**config.mk**
```make
export PLATFORM = sky130hd
export DESIGN_NAME = icnt_trigger
export DESIGN_NICKNAME = d
export VERILOG_FILES = /design/src/rtl/icnt_pkg.sv /design/src/rtl/icnt_wr_filter.sv /design/src/rtl/icnt_mode_gate.sv /design/src/rtl/icnt_counter.sv /design/src/rtl/icnt_trigger.sv
export SDC_FILE = /design/constraint.sdc
export NUM_CORES = 1
export LEC_CHECK = 0
export CAP_MARGIN = 20
export CORE_MARGIN = 2
export CORE_UTILIZATION = 40
export CTS_CLUSTER_SIZE = 20
export DETAILED_ROUTE_END_ITERATION = 7
export DONT_BUFFER_PORTS = 1
export GPL_TIMING_DRIVEN = 0
export PLACE_DENSITY_LB_ADDON = 0.15
export SYNTH_ARGS = -nofsm -noshare
export SYNTH_HDL_FRONTEND = slang
export SYNTH_SLANG_ARGS = --single-unit
```
**constraint.sdc**
```tcl
create_clock -name clk -period 4.25 [get_ports clk]
set_input_delay 0.85 -clock clk [delete_from_list [all_inputs] [get_ports clk]]
set_output_delay 0.85 -clock clk [all_outputs]
set_load 0.03 [all_outputs]
```
**src/rtl/icnt_pkg.sv**
```systemverilog
// Package: shared field positions, privilege codes and the mode-enable
// type for the retired-instruction countdown trigger.
package icnt_pkg;

    // Privilege-level codes carried on priv_i
    localparam logic [1:0] LVL_USER  = 2'd0;
    localparam logic [1:0] LVL_SUPER = 2'd1;
    localparam logic [1:0] LVL_MACH  = 2'd3;

    // Mode-enable bit positions inside the control word
    localparam int BIT_EN_U  = 6;
    localparam int BIT_EN_S  = 7;
    localparam int BIT_EN_M  = 9;
    localparam int BIT_EN_VU = 25;
    localparam int BIT_EN_VS = 26;

    // Stored privilege enables
    typedef struct packed {
        logic vs;
        logic vu;
        logic m;
        logic s;
        logic u;
    } mode_en_t;

endpackage

```
**src/rtl/icnt_wr_filter.sv**
```systemverilog
// Module: icnt_wr_filter
// Masks an incoming control-word write down to the kept fields and decides
// whether it is a real update (differs from the current stored word).
// Assumes the enable bit positions lie outside the count field.
module icnt_wr_filter
    import icnt_pkg::*;
#(
    parameter int XLEN    = 32,
    parameter int CNT_LSB = 10,
    parameter int CNT_W   = 14
) (
    input  logic            we_i,
    input  logic [XLEN-1:0] wdata_i,
    input  logic [XLEN-1:0] cur_word_i,
    output logic            load_o,
    output mode_en_t        new_en_o,
    output logic [CNT_W-1:0] new_cnt_o
);

    localparam logic [XLEN-1:0] CNT_MASK = ((XLEN'(1) << CNT_W) - XLEN'(1)) << CNT_LSB;
    localparam logic [XLEN-1:0] EN_MASK  = (XLEN'(1) << BIT_EN_U)  | (XLEN'(1) << BIT_EN_S)
                                         | (XLEN'(1) << BIT_EN_M)  | (XLEN'(1) << BIT_EN_VU)
                                         | (XLEN'(1) << BIT_EN_VS);
    localparam logic [XLEN-1:0] KEEP_MASK = CNT_MASK | EN_MASK;

    logic [XLEN-1:0] masked;

    // Strip every field that is not kept and flag a changed word
    always_comb begin
        masked         = wdata_i & KEEP_MASK;
        load_o         = we_i && (masked != cur_word_i);
        new_cnt_o      = masked[CNT_LSB +: CNT_W];
        new_en_o.u     = masked[BIT_EN_U];
        new_en_o.s     = masked[BIT_EN_S];
        new_en_o.m     = masked[BIT_EN_M];
        new_en_o.vu    = masked[BIT_EN_VU];
        new_en_o.vs    = masked[BIT_EN_VS];
    end

endmodule

```
**src/rtl/icnt_mode_gate.sv**
```systemverilog
// Module: icnt_mode_gate
// Decides whether the current privilege level and virtualization state are
// selected by the stored enables. Reserved level 2 is never selected.
module icnt_mode_gate
    import icnt_pkg::*;
(
    input  mode_en_t   en_i,
    input  logic [1:0] priv_i,
    input  logic       virt_i,
    output logic       active_o
);

    // Pick the enable bit matching the level, by virtualization state
    always_comb begin
        active_o = 1'b0;
        if (virt_i) begin
            case (priv_i)
                LVL_USER:  active_o = en_i.vu;
                LVL_SUPER: active_o = en_i.vs;
                default:   active_o = 1'b0;
            endcase
        end else begin
            case (priv_i)
                LVL_USER:  active_o = en_i.u;
                LVL_SUPER: active_o = en_i.s;
                LVL_MACH:  active_o = en_i.m;
                default:   active_o = 1'b0;
            endcase
        end
    end

endmodule

```
**src/rtl/icnt_counter.sv**
```systemverilog
// Module: icnt_counter
// Holds the enables and the live count. A load wins over a step; a step
// decrements a non-zero count and raises a one-cycle fire on reaching zero.
// Assumes step_i is already qualified by the mode gate.
module icnt_counter
    import icnt_pkg::*;
#(
    parameter int CNT_W = 14
) (
    input  logic             clk,
    input  logic             rst_n,
    input  logic             load_i,
    input  mode_en_t         new_en_i,
    input  logic [CNT_W-1:0] new_cnt_i,
    input  logic             step_i,
    output mode_en_t         en_o,
    output logic [CNT_W-1:0] cnt_o,
    output logic             fire_o
);

    localparam logic [CNT_W-1:0] CNT_ONE = CNT_W'(1);

    mode_en_t         en_q;
    logic [CNT_W-1:0] cnt_q;
    logic             fire_q;

    // Load, count down and generate the expiry pulse
    always_ff @(posedge clk) begin
        if (!rst_n) begin
            en_q   <= '0;
            cnt_q  <= '0;
            fire_q <= 1'b0;
        end else begin
            fire_q <= 1'b0;
            if (load_i) begin
                en_q  <= new_en_i;
                cnt_q <= new_cnt_i;
            end else if (step_i && (cnt_q != '0)) begin
                cnt_q  <= cnt_q - CNT_ONE;
                fire_q <= (cnt_q == CNT_ONE);
            end
        end
    end

    assign en_o   = en_q;
    assign cnt_o  = cnt_q;
    assign fire_o = fire_q;

endmodule

```
**src/rtl/icnt_trigger.sv**
```systemverilog
// Module: icnt_trigger
// Retired-instruction countdown trigger. The count lives inside the control
// word and decrements in place; reaching zero requests a breakpoint once.
// Assumes at most one retirement per cycle and XLEN wide enough for bit 26.
module icnt_trigger
    import icnt_pkg::*;
#(
    parameter int XLEN    = 32,
    parameter int CNT_LSB = 10,
    parameter int CNT_W   = 14
) (
    input  logic             clk,
    input  logic             rst_n,
    input  logic             retire_i,
    input  logic [1:0]       priv_i,
    input  logic             virt_i,
    input  logic             ctrl_we_i,
    input  logic [XLEN-1:0]  ctrl_wdata_i,
    output logic [XLEN-1:0]  ctrl_rdata_o,
    output logic [CNT_W-1:0] count_o,
    output logic             fire_o
);

    mode_en_t         en_cur;
    mode_en_t         en_new;
    logic [CNT_W-1:0] cnt_cur;
    logic [CNT_W-1:0] cnt_new;
    logic             load;
    logic             active;
    logic [XLEN-1:0]  word;

    // Assemble the stored control word from enables and live count
    always_comb begin
        word                   = '0;
        word[CNT_LSB +: CNT_W] = cnt_cur;
        word[BIT_EN_U]         = en_cur.u;
        word[BIT_EN_S]         = en_cur.s;
        word[BIT_EN_M]         = en_cur.m;
        word[BIT_EN_VU]        = en_cur.vu;
        word[BIT_EN_VS]        = en_cur.vs;
    end

    icnt_wr_filter #(
        .XLEN    (XLEN),
        .CNT_LSB (CNT_LSB),
        .CNT_W   (CNT_W)
    ) u_filter (
        .we_i       (ctrl_we_i),
        .wdata_i    (ctrl_wdata_i),
        .cur_word_i (word),
        .load_o     (load),
        .new_en_o   (en_new),
        .new_cnt_o  (cnt_new)
    );

    icnt_mode_gate u_gate (
        .en_i     (en_cur),
        .priv_i   (priv_i),
        .virt_i   (virt_i),
        .active_o (active)
    );

    icnt_counter #(
        .CNT_W (CNT_W)
    ) u_counter (
        .clk       (clk),
        .rst_n     (rst_n),
        .load_i    (load),
        .new_en_i  (en_new),
        .new_cnt_i (cnt_new),
        .step_i    (retire_i && active),
        .en_o      (en_cur),
        .cnt_o     (cnt_cur),
        .fire_o    (fire_o)
    );

    assign ctrl_rdata_o = word;
    assign count_o      = cnt_cur;

endmodule

```
* Yosys cells after proc, flatten, opt, wreduce, memory -nomap -nowiden
Index checks and enable logic that the tools add are counted.
Widths: inputs -> output; s select.
** Word-level totals
- Register bits after elaboration :: 20
- Logic and storage cells :: 26
** Cells by class
- Bitwise operators :: 2
- Reductions and logical operators :: 7
- Multiplexer cells :: 5
- Eq/ne operators :: 4
- Add/sub/neg operators :: 1
** Operators by type and width (count)
- $mux 14 :: 2
- $ne 19x19->1 :: 1
- $eq 14x1->1 const B :: 1
- $reduce_bool 14->1 :: 1
- $sub 14x1->14 const B :: 1
- $logic_and 1x1->1 :: 3
- $pmux 1 s3 :: 1
- $reduce_or 3->1 :: 1
- $eq 2x1->1 const B :: 1
- $eq 2x2->1 const B :: 1
- $logic_not 2->1 :: 1
- $not 1->1 :: 2
- $pmux 1 s2 :: 1
- $reduce_bool 2->1 :: 1
- $mux 1 :: 1

* Logic depth before layout (Yosys ltp)
Gate-level depths: netlist of run 1.
- Depth after elaboration :: 7
- Mapped depth :: 7
- Depth with buffers taken out :: 6

* Modules after synthesis
Synthesis of run 1 repeated with hierarchy kept, for this count alone.
** Unflattened totals
- Cell total of the unflattened synthesis :: 207
- Area, all modules :: 1691.6 µm²
** By module, submodules not included
- icnt_counter :: seq. area each 400.4 µm², cells each 122, area each 1052.3 µm², instances 1
- icnt_wr_filter :: seq. area each 0.0 µm², cells each 50, area each 381.6 µm², instances 1
- icnt_trigger :: seq. area each 0.0 µm², cells each 29, area each 212.7 µm², instances 1
- icnt_mode_gate :: seq. area each 0.0 µm², cells each 6, area each 45.0 µm², instances 1

* Worst setup path after synthesis of run 1
OpenSTA, ideal clock, no wires.
- Path kind :: in2reg
- Start :: in virt_i
- End :: reg u_counter.cnt_q[3] (netlist: u_counter.cnt_o[3])
- Arrival time :: 2.167 ns
- Path buffers :: 1
- Cell stages on the path :: 6
- Setup time :: 0.119 ns
- Path slack :: 1.965 ns
- Cells stage by stage :: mux4_2 mux2_2 buf_2 nand4b_1 xnor2_1 o221a_1
** Between the ends
- Word-level cells in the longest chain between the ends :: 4
** Ends and longest elaborated chain
- from (decl) :: RTL line icnt_trigger.sv:16 : input logic virt_i,
- $mux 1 :: RTL line icnt_mode_gate.sv:16 : if (virt_i) begin
- $logic_and 1x1->1 :: RTL line icnt_trigger.sv:71 : .step_i (retire_i && active),
- $logic_and 1x1->1 :: RTL line icnt_counter.sv:38 : end else if (step_i && (cnt_q != '0)) begin
- $reduce_bool 2->1 (no source line)
- to (signal assigned) :: RTL line icnt_counter.sv:37 : cnt_q <= new_cnt_i;
- to (signal assigned) :: RTL line icnt_counter.sv:39 : cnt_q <= cnt_q - CNT_ONE;
- to (decl) :: RTL line icnt_counter.sv:24 : logic [CNT_W-1:0] cnt_q;
Every way passes these cells.
A chain may end at the register's enable or synchronous reset.

* Worst setup path in the final report of run 1
- Start :: reg u_counter.cnt_q[7] (netlist: u_counter.cnt_o[7])
- End :: reg u_counter.cnt_q[4] (netlist: u_counter.cnt_o[4])
** Between the ends
- Word-level cells in the longest chain between the ends :: 3
- Elaborated cells on any way between the ends :: 6
- Classes of those cells :: 1 x eq/ne; 1 x mux; 4 x reduce/logical
** Ends and longest elaborated chain (RTL line)
- $ne 19x19->1 or $reduce_bool 14->1 (tied branches) :: icnt_wr_filter.sv:31, icnt_counter.sv:38
- $logic_and 1x1->1 (on tied branches) :: icnt_wr_filter.sv:31, icnt_counter.sv:38
- $mux 14 or $reduce_bool 2->1 (tied branches)
Parallel ways exist; a longest one is shown, timed or not.

==> impl_results.md, run 1 <==
* Syn avg cell area at 9.16 µm²
* DR vias/cell at 5.44
* Routability cong. at 0.878
* Slew Limit Headroom at 51.3%
* Layout cells sized above 1 at 23.9%
* Clock sink count at 20
* Total number of H-tree levels at 1
* Clock Power Share at 23.7%
* Post-DP HPWL at 3330 µm
* Worst slew pin tran at 0.730 ns
* Worst Hold Class: flip-flop to flip-flop
* Power per cell area at 299 nW/µm²
* Hold buffers post-CTS at 0
* Largest net degree at the start of global routing at 11
* Skew-Pair Late Insertion Delay at 0.26 ns
* Mapped Area at 1700 µm²
* Ranking of synthesized cells by area: dfxtp_1 23%, xnor2_1 14%, buf_4 12%
* Worst EP required at 4.41 ns
* NetSw at 0.000214 W
* EDFF count, synth at 0
* Net Sw Frac at 38.5%
* Max-Cap Viols at 0
* Setup TNS Final at 0 ns
* Dominant cell type by area after synthesis: dfxtp_1
* Final setup fails at 0
* Int Pwr at 0.000341 W
* Setup Fix Bufs, Post-CTS at 0
* Flop pwr share at 44.5%
* Final nets at 245
* Rows at 23
* I/O pins at 86
* Maximum clock frequency at 0.396 GHz
* 1st-iter DRT viols at 59
* Status: completed
* Die area at 4800 µm²
* DRT antenna net count at 0
* Drt drc at 0
* Die span in x at 69.3 µm
* Crit Path Class: flip-flop to flip-flop
* Root Buffer: clkbuf_8
* DIE HEIGHT at 69.3 µm
* Port Buffers at 0
* Slew Viols, Final at 0
* Ys flop type: dfxtp_1
* Leakage at 0.737 nW
* Crit path capture type: flip-flop
* Vias at 1366
* First-pass GRT wire length at 7020 µm
* Post-synth top area share at 23.5%
* Final core utilization at 45.7%
* Critical path arrival at 2.69 ns
* TritonCTS Buffers at 3
* CTS tree: done
* Synth warn at 0
* RSZ-0062 raised after global routing: false
* Ys async rst share at 0%
* Drt first pass iters at 5
* Post-synthesis cell type count at 38
* Core Footprint at 4060 µm²
* Peak supply drop at 220 µV
* Routed WL at 4290 µm
* Worst-path clk slew at 0.08 ns
* Vias in the first global route at 1367
* Gr usage total at 18.4%
* Sequential element share of the synthesized area at 23.5%
* Overflow after GRT at 0
* Starting Density at 42.0%
* Gate power share at 31.8%
* DP Area at 1810 µm²
* Inserted Diodes at 0
* CP startpoint kind: flip-flop
* Area grow syn2layout at 8.74%
* Cells after Synth at 186
* Post-route cell area at 1850 µm²
* Post-CTS Resized at 0
* Fin crit period at 2.53 ns
* Most frequent cells in the layout: 27 x xnor2_1, 27 x buf_4, 20 x dfxtp_1
* Synth Register Bits at 20
* Crit path max fanout at 10
* Initial antenna violation count at 0
* Final worst path period share at 59.5%
* Drt wl/cell at 17.1 µm
* Max clock buf depth at 2
* Fin. Hold Viols at 0
* Clock skew at 0.00812 ns
final cells by class:
class	instances	area, µm²
Multi-Input combinational cell	136	1060
Inverter	4	15.0
Tap cell	50	62.6
Fill cell	395	2200
Clock buffer	3	41.3
Buffer	38	273
Sequential cell	20	400
registers in the layout, indices dropped and copies added, names as in the netlist:
name / flops
u_counter.fire_o: 1
u_counter.cnt_o: 14
u_counter.en_o: 5
routing by layer:
layer	track usage, %	part of all wire, %	vias up
met5	0	0	-
met4	4.14	1.2	0
met3	7.41	12	6
met2	31.0	48	83
met1	21.9	39	614
li1	-	-	663
kinds of logic (layout without fill, tap and decap cells):
group / count (synthesis) / after routing / share of synthesized area, %
xor+xnor: 31 / 31 / 15.9
compound gates: 18 / 18 / 11.2
buf+inv: 42 / 45 / 16.9
other cells: 1 / 13 / 0.220
simple gates: 63 / 63 / 24.6
flops: 20 / 20 / 23.5
fa+ha+maj: 3 / 3 / 2.20
mux: 8 / 8 / 5.51
per-stage QoR:
step | total power, W | hold slack (ns) | instances | setup WS (ns)
6_report | 0.000554 | 0.665 | 251 | 1.72
5_1_grt | 0.000582 | 0.694 | 251 | 1.57
4_1_cts | 0.000558 | 0.664 | 251 | 1.76
3_5_place_dp | 0.000426 | 0.653 | 248 | 1.61
3_3_place_gp | 0.000424 | 0.636 | 248 | 1.70
2_1_floorplan | 0.000399 | 0.609 | 198 | 1.96
path summary, 6_finish.rpt:
| check | start | endpoint | slack (ns) | depth (start not counted) |
|---|---|---|---|---|
| setup reg to reg | u_counter.cnt_o[7]$_SDFFE_PN0P_ | u_counter.cnt_o[4]$_SDFFE_PN0P_ | 1.72 | 7 |
| hold / removal | u_counter.en_o[0]$_SDFFE_PN0P_ | u_counter.en_o[0]$_SDFFE_PN0P_ | 0.66 | 2 |
| hold reg to reg | u_counter.en_o[0]$_SDFFE_PN0P_ | u_counter.en_o[0]$_SDFFE_PN0P_ | 0.66 | 2 |
| setup / recovery | u_counter.cnt_o[7]$_SDFFE_PN0P_ | u_counter.cnt_o[4]$_SDFFE_PN0P_ | 1.72 | 7 |
cells in the mapped netlist (all sizes together) (2+ instances only):
master and instances:
nand3 2, inv 4, buf 35, nand2b 12, xor2 4, nand2 5
and2 2, nor4 6, nor2b 3, clkbuf 3, mux2i 6, or4 3
o221a 12, xnor2 27, ha 3, nand4 15, nor3 4, nor2 5
dfxtp 20
worst max-delay path, cell delays in order (launching register included):
cell	delay (ns)
dfxtp_1	0.52
buf_2	0.26
xnor2_1	0.13
nand4_1	0.20
nor4_2	0.40
a21oi_1	0.30
buf_2	0.31
o221a_1	0.30
power by group through the flow:
stage | combinational [W] | clock, W | sequential (W)
after detailed placement | 0.000175 | 0 | 0.000252
final | 0.000176 | 0.000131 | 0.000247
after floorplan | 0.000153 | 0 | 0.000246
after CTS | 0.000176 | 0.000136 | 0.000247
after global placement | 0.000173 | 0 | 0.000251
after global routing | 0.000190 | 0.000142 | 0.000250
(Power assumes the default switching activity.)
==> run 2, diff against run 1 <==
- clock period: 4.25 -> 2.3 ns (I/O delays scaled with it)
==> run 2 against run 1 <==
Against the previous run: sequential share of layout area grew 0.48 points; setup slack lost 1.6 ns; routed wire length grew 0.61%; first-iteration DRC count is the same; largest power group unchanged; critical path depth shrank 1; die area is the same; clock-buffer cell count is the same; register-to-register slack lost 1.6 ns.
==> impl_results.md, run 2 (synthesis results as in run 1) <==
* Status: completed
* Inserted Diodes at 0
* Slew Limit Headroom at 58.0%
* Largest net degree at the start of global routing at 11
* Critical path arrival at 2.33 ns
* Clock skew at 0.00646 ns
* Total power at 0.00103 W
* Most common cell after layout, fill and taps aside: buf_4
* Layout cells sized above 1 at 30.8%
* Die area at 4800 µm²
* Fin. Hold Viols at 0
* Port Buffers at 0
* Layout Cells excl Fill at 251
* Peak supply drop at 397 µV
* Leakage at 0.754 nW
* Final nets at 245
* Root Buffer: clkbuf_8
* 1st-iter DRT viols at 59
* Clock sink count at 20
* Final worst path period share at 94.5%
* Max-Cap Viols at 0
* Gr usage total at 18.4%
* Total number of H-tree levels at 1
* Layout fillers at 386
* Skew-Pair Late Insertion Delay at 0.26 ns
* Crit Path Class: flip-flop to flip-flop
* Placed Cells at 248
* Final setup fails at 0
* Routability cong. at 0.878
* Worst slew pin tran at 0.629 ns
* Core Footprint at 4060 µm²
* I/O pins at 86
* DRT antenna net count at 0
* Drt wl/cell at 17.2 µm
* Vias in the first global route at 1367
* Die span in x at 69.3 µm
* Fin crit period at 2.17 ns
* DIE HEIGHT at 69.3 µm
* Final core utilization at 46.5%
* Vias at 1349
* Setup slack at placement at -0.168 ns
* Maximum clock frequency at 0.460 GHz
* Hold buffers post-CTS at 0
* Overflow after GRT at 0
* Worst Hold Class: input port to flip-flop
* CTS tree: done
* TritonCTS Buffers at 3
* First-pass GRT wire length at 7020 µm
* Worst-path clk slew at 0.08 ns
* Power per cell area at 547 nW/µm²
* Drt drc at 0
* Starting Density at 42.0%
* Initial antenna violation count at 0
* Post-route setup slack at 0.127 ns
* Max reg flops at 14
* DR vias/cell at 5.37
* Slew Viols, Final at 0
* Drt first pass iters at 4
* Post-DP HPWL at 3330 µm
* Crit path capture type: flip-flop
* Rows at 23
* Worst EP required at 2.45 ns
* Max clock buf depth at 2
* Crit path max fanout at 9
* Routed WL at 4310 µm
* Setup Fix Bufs, Post-CTS at 0
* Most frequent cells in the layout: 28 x buf_4, 27 x xnor2_1, 15 x nand4_1
* Area grow syn2layout at 10.7%
* CP startpoint kind: flip-flop
-- run 2: cell types whose count changed in the layout (fill, tap and decap cells not counted), sizes merged --
cell | before | now
buf | 35 | 34
clkbuf | 6 | 7
-- run 2: report_power, final --
part	switching, W	internal (W)	total, W
Sequential	0.0000869	0.000373	0.000460
Combinational	0.000185	0.000145	0.000330
Clock	0.000125	0.000117	0.000242
-- run 2: worst max-delay path: stages, from the launching register on --
cell	delay, ns
dfxtp_2	0.38
buf_2	0.19
nor4_2	0.49
a41oi_2	0.34
and2_1	0.30
xnor2_1	0.13
o221a_1	0.23
-- run 2: repair_timing --
action | in CTS | in global routing
endpoints found under the setup margin | 11 | 12
pin swaps | 0 | 1
resized for setup | 8 | 10
-- run 2: layout make-up --
class / instances / area, µm² / area share, %
tap: 50 / 62.6 / 3.32
clock buffer: 3 / 41.3 / 2.19
buffer: 38 / 278 / 14.7
multi-input combinational: 136 / 1070 / 56.9
sequential: 20 / 417 / 22.1
inverter: 4 / 15.0 / 0.796
-- run 2: path summary, 6_finish.rpt --
path / slack, ns / endpoint / cells after the start / from
worst max register to register: 0.13 / u_counter.cnt_o[0]$_SDFFE_PN0P_ / 6 / u_counter.cnt_o[7]$_SDFFE_PN0P_
worst max-delay path: 0.13 / u_counter.cnt_o[0]$_SDFFE_PN0P_ / 6 / u_counter.cnt_o[7]$_SDFFE_PN0P_
worst min-delay path: 0.33 / u_counter.cnt_o[1]$_SDFFE_PN0P_ / 2 / ctrl_wdata_i[11]
worst min register to register: 0.66 / u_counter.en_o[0]$_SDFFE_PN0P_ / 2 / u_counter.en_o[0]$_SDFFE_PN0P_
-- run 2: per-stage QoR --
| stage | TNS [ns] | cell area [µm²] | hold WS (ns) |
|---|---|---|---|
| floorplan | 0 | 1750 | 0.602 |
| global route | -0.0510 | 1890 | 0.339 |
| global placement | -0.468 | 1810 | 0.609 |
| finish | 0 | 1890 | 0.330 |
| CTS | 0 | 1870 | 0.327 |
| detailed placement | -1.09 | 1810 | 0.613 |
-- run 2: layer usage --
layer | wire length [µm] | GRT usage, % | vias to the layer above
met5 | 0 | 0 | -
met4 | 51 | 4.14 | 0
met3 | 459 | 7.41 | 6
met2 | 2090 | 31.0 | 72
met1 | 1710 | 21.9 | 611
li1 | - | - | 660
==> run 3, diff against run 2 <==
- CORE_ASPECT_RATIO: not set -> 0.8
- clock period: 2.3 -> 1.9 ns (I/O delays scaled with it)
==> run 3 against run 2 <==
Against the previous run: the flow now finishes with violations (setup timing); clock-buffer cell count grew 1; sequential share of layout area is 1.1 points lower; sequential power up 21%; first-iteration DRC count increased by 1.7%; non-clock buffer count rose by 11; critical path type unchanged; largest power group unchanged.
==> impl_results.md, run 3 (synthesis results as in run 1) <==
* Status: finished, violations left
* Failing checks: setup timing
* Routability cong. at 0.821
* Drt first pass iters at 4
* Vias in the first global route at 1454
* Initial antenna violation count at 0
* Leakage at 0.860 nW
* Critical path depth at 7
* Layout cells sized above 1 at 43.7%
* Peak supply drop at 222 µV
* Fin. Hold Viols at 0
* CP cell instances: buf_8 > xnor2_2 > nand4_1 > nor4_4 > a21oi_4 > buf_6 > o221a_1
* Max clock buf depth at 2
* Worst slew pin tran at 0.593 ns
* Max reg flops at 14
* Gr usage total at 19.8%
* Die area at 4800 µm²
* Final nets at 256
* Final worst path period share at 103%
* Vias at 1441
* Placed Cells at 255
* Total number of H-tree levels at 1
* Crit path capture type: flip-flop
* Drt drc at 0
* Overflow after GRT at 0
* Power per cell area at 611 nW/µm²
* RSZ-0062 raised after global routing: true
* Buf+Inv Stages, Crit Path at 2
* Slew Viols, Final at 0
* Port Buffers at 0
* Post-route setup slack at -0.0665 ns
* Maximum clock frequency at 0.509 GHz
* Most frequent cells in the layout: 35 x buf_4, 24 x xnor2_1, 15 x nand4_1
* Worst EP required at 2.06 ns
* 1st-iter DRT viols at 60
* Area of the multi-input gates at 1190 µm²
* Critical hold path startpoint: ctrl_wdata_i[6]
* CTS tree: done
* CP Launch Point: u_counter.cnt_o[7]$_SDFFE_PN0P_
* Die span in x at 77.0 µm
* Drt wl/cell at 17.9 µm
* Final setup fails at 12
* R2r startpoint: u_counter.cnt_o[7]$_SDFFE_PN0P_
* Most common cell after layout, fill and taps aside: buf_4
* R2R Setup Slk at -0.07 ns
* Setup slack at placement at -0.258 ns
* Starting Density at 41.3%
* Hold buffers post-CTS at 0
* Crit-path leading delay family: simple AND/OR/NAND/NOR gates
* Setup crit end: u_counter.cnt_o[12]$_SDFFE_PN0P_
* Sequential Area at 458 µm²
* Crit Path Class: flip-flop to flip-flop
* Layout fillers at 375
* Fin crit period at 1.97 ns
* Inserted Diodes at 0
* Setup TNS Final at -0.576 ns
* Largest net degree at the start of global routing at 12
* Max-Cap Viols at 0
* Routed WL at 4840 µm
* Crit path max fanout at 6
* DRT antenna net count at 0
* I/O pins at 86
* Rows at 21
* Skew-Pair Late Insertion Delay at 0.27 ns
* First-pass GRT wire length at 7420 µm
* Hold slack at 0.238 ns
* DR vias/cell at 5.34
* Critical path arrival at 2.13 ns
* DIE HEIGHT at 62.4 µm
* Slowest CP cell: dfxtp_4
* Worst Hold Class: input port to flip-flop
* Clock sink count at 20
* TritonCTS Buffers at 3
* RR Endpoint: u_counter.cnt_o[12]$_SDFFE_PN0P_
* Clock skew at 0.00285 ns
* Root Buffer: clkbuf_8
* Post-DP HPWL at 3390 µm
* CP startpoint kind: flip-flop
* Layout Cells excl Fill at 270
* Core Footprint at 4130 µm²
* Slew Limit Headroom at 60.4%
* Area grow syn2layout at 28.2%
* Worst-path clk slew at 0.08 ns
* Critical Path Max Stage Delay at 0.42 ns
* Total power at 0.00134 W
* R2R depth at 7
[run 3: cell types whose count changed in the layout (fill, tap and decap cells not counted), sizes merged]
cell	before	now
buf	34	46
[run 3: stage by stage]
stage                     area (µm²)  utilization, %
after global placement          1840            44.7
after detailed placement        1840            44.7
after CTS                       2080            50.5
final                           2180            53.0
after floorplan                 1770               -
after global routing            2180            53.0
[run 3: layout make-up]
cell class                      count  share of cell area, %
Inverter                            4                  0.687
Sequential cell                    20                   21.0
Buffer                             37                   13.2
Clock buffer                        4                   2.06
Multi-Input combinational cell    136                   54.6
Timing Repair Buffer               12                   5.15
Tap cell                           57                   3.26
[run 3: worst reg2reg max path, cell delays in order (launching register included)]
cell and delay [ns]:
dfxtp_4 0.42, buf_8 0.14, xnor2_2 0.11, nand4_1 0.20, nor4_4 0.42, a21oi_4 0.15
buf_6 0.16, o221a_1 0.24
[run 3: where the power goes]
part           total (W)  internal (W)  switching, W
logic           0.000471      0.000219      0.000251
registers       0.000558      0.000446      0.000112
clock network   0.000307      0.000150      0.000157
[run 3: worst min path at each step]
stage / endpoint / slack (ns) / depth (start not counted)
after CTS: u_counter.en_o[0]$_SDFFE_PN0P_ / 0.23 / 2
after detailed placement: u_counter.en_o[0]$_SDFFE_PN0P_ / 0.54 / 2
after global routing: u_counter.en_o[0]$_SDFFE_PN0P_ / 0.25 / 2
final: u_counter.en_o[0]$_SDFFE_PN0P_ / 0.24 / 2
after floorplan: u_counter.cnt_o[1]$_SDFFE_PN0P_ / 0.52 / 2
after global placement: u_counter.cnt_o[1]$_SDFFE_PN0P_ / 0.53 / 2
[run 3: what timing repair did]
action | in CTS | in global routing
buffers inserted | 7 | 5
hold endpoints to repair | 0 | 0
pin swaps | 19 | 12
cloned | 1 | 0
resized for setup | 39 | 17
endpoints found under the setup margin | 17 | 17
[run 3: layer usage]
layer  track usage [%]  vias to the layer above  routed length (µm)
met4              5.13                        0                  55
met3              6.94                        6                 342
met5                 0                        -                   0
li1                  -                      688                   -
met1              25.2                      689                2170
met2              32.2                       58                2270
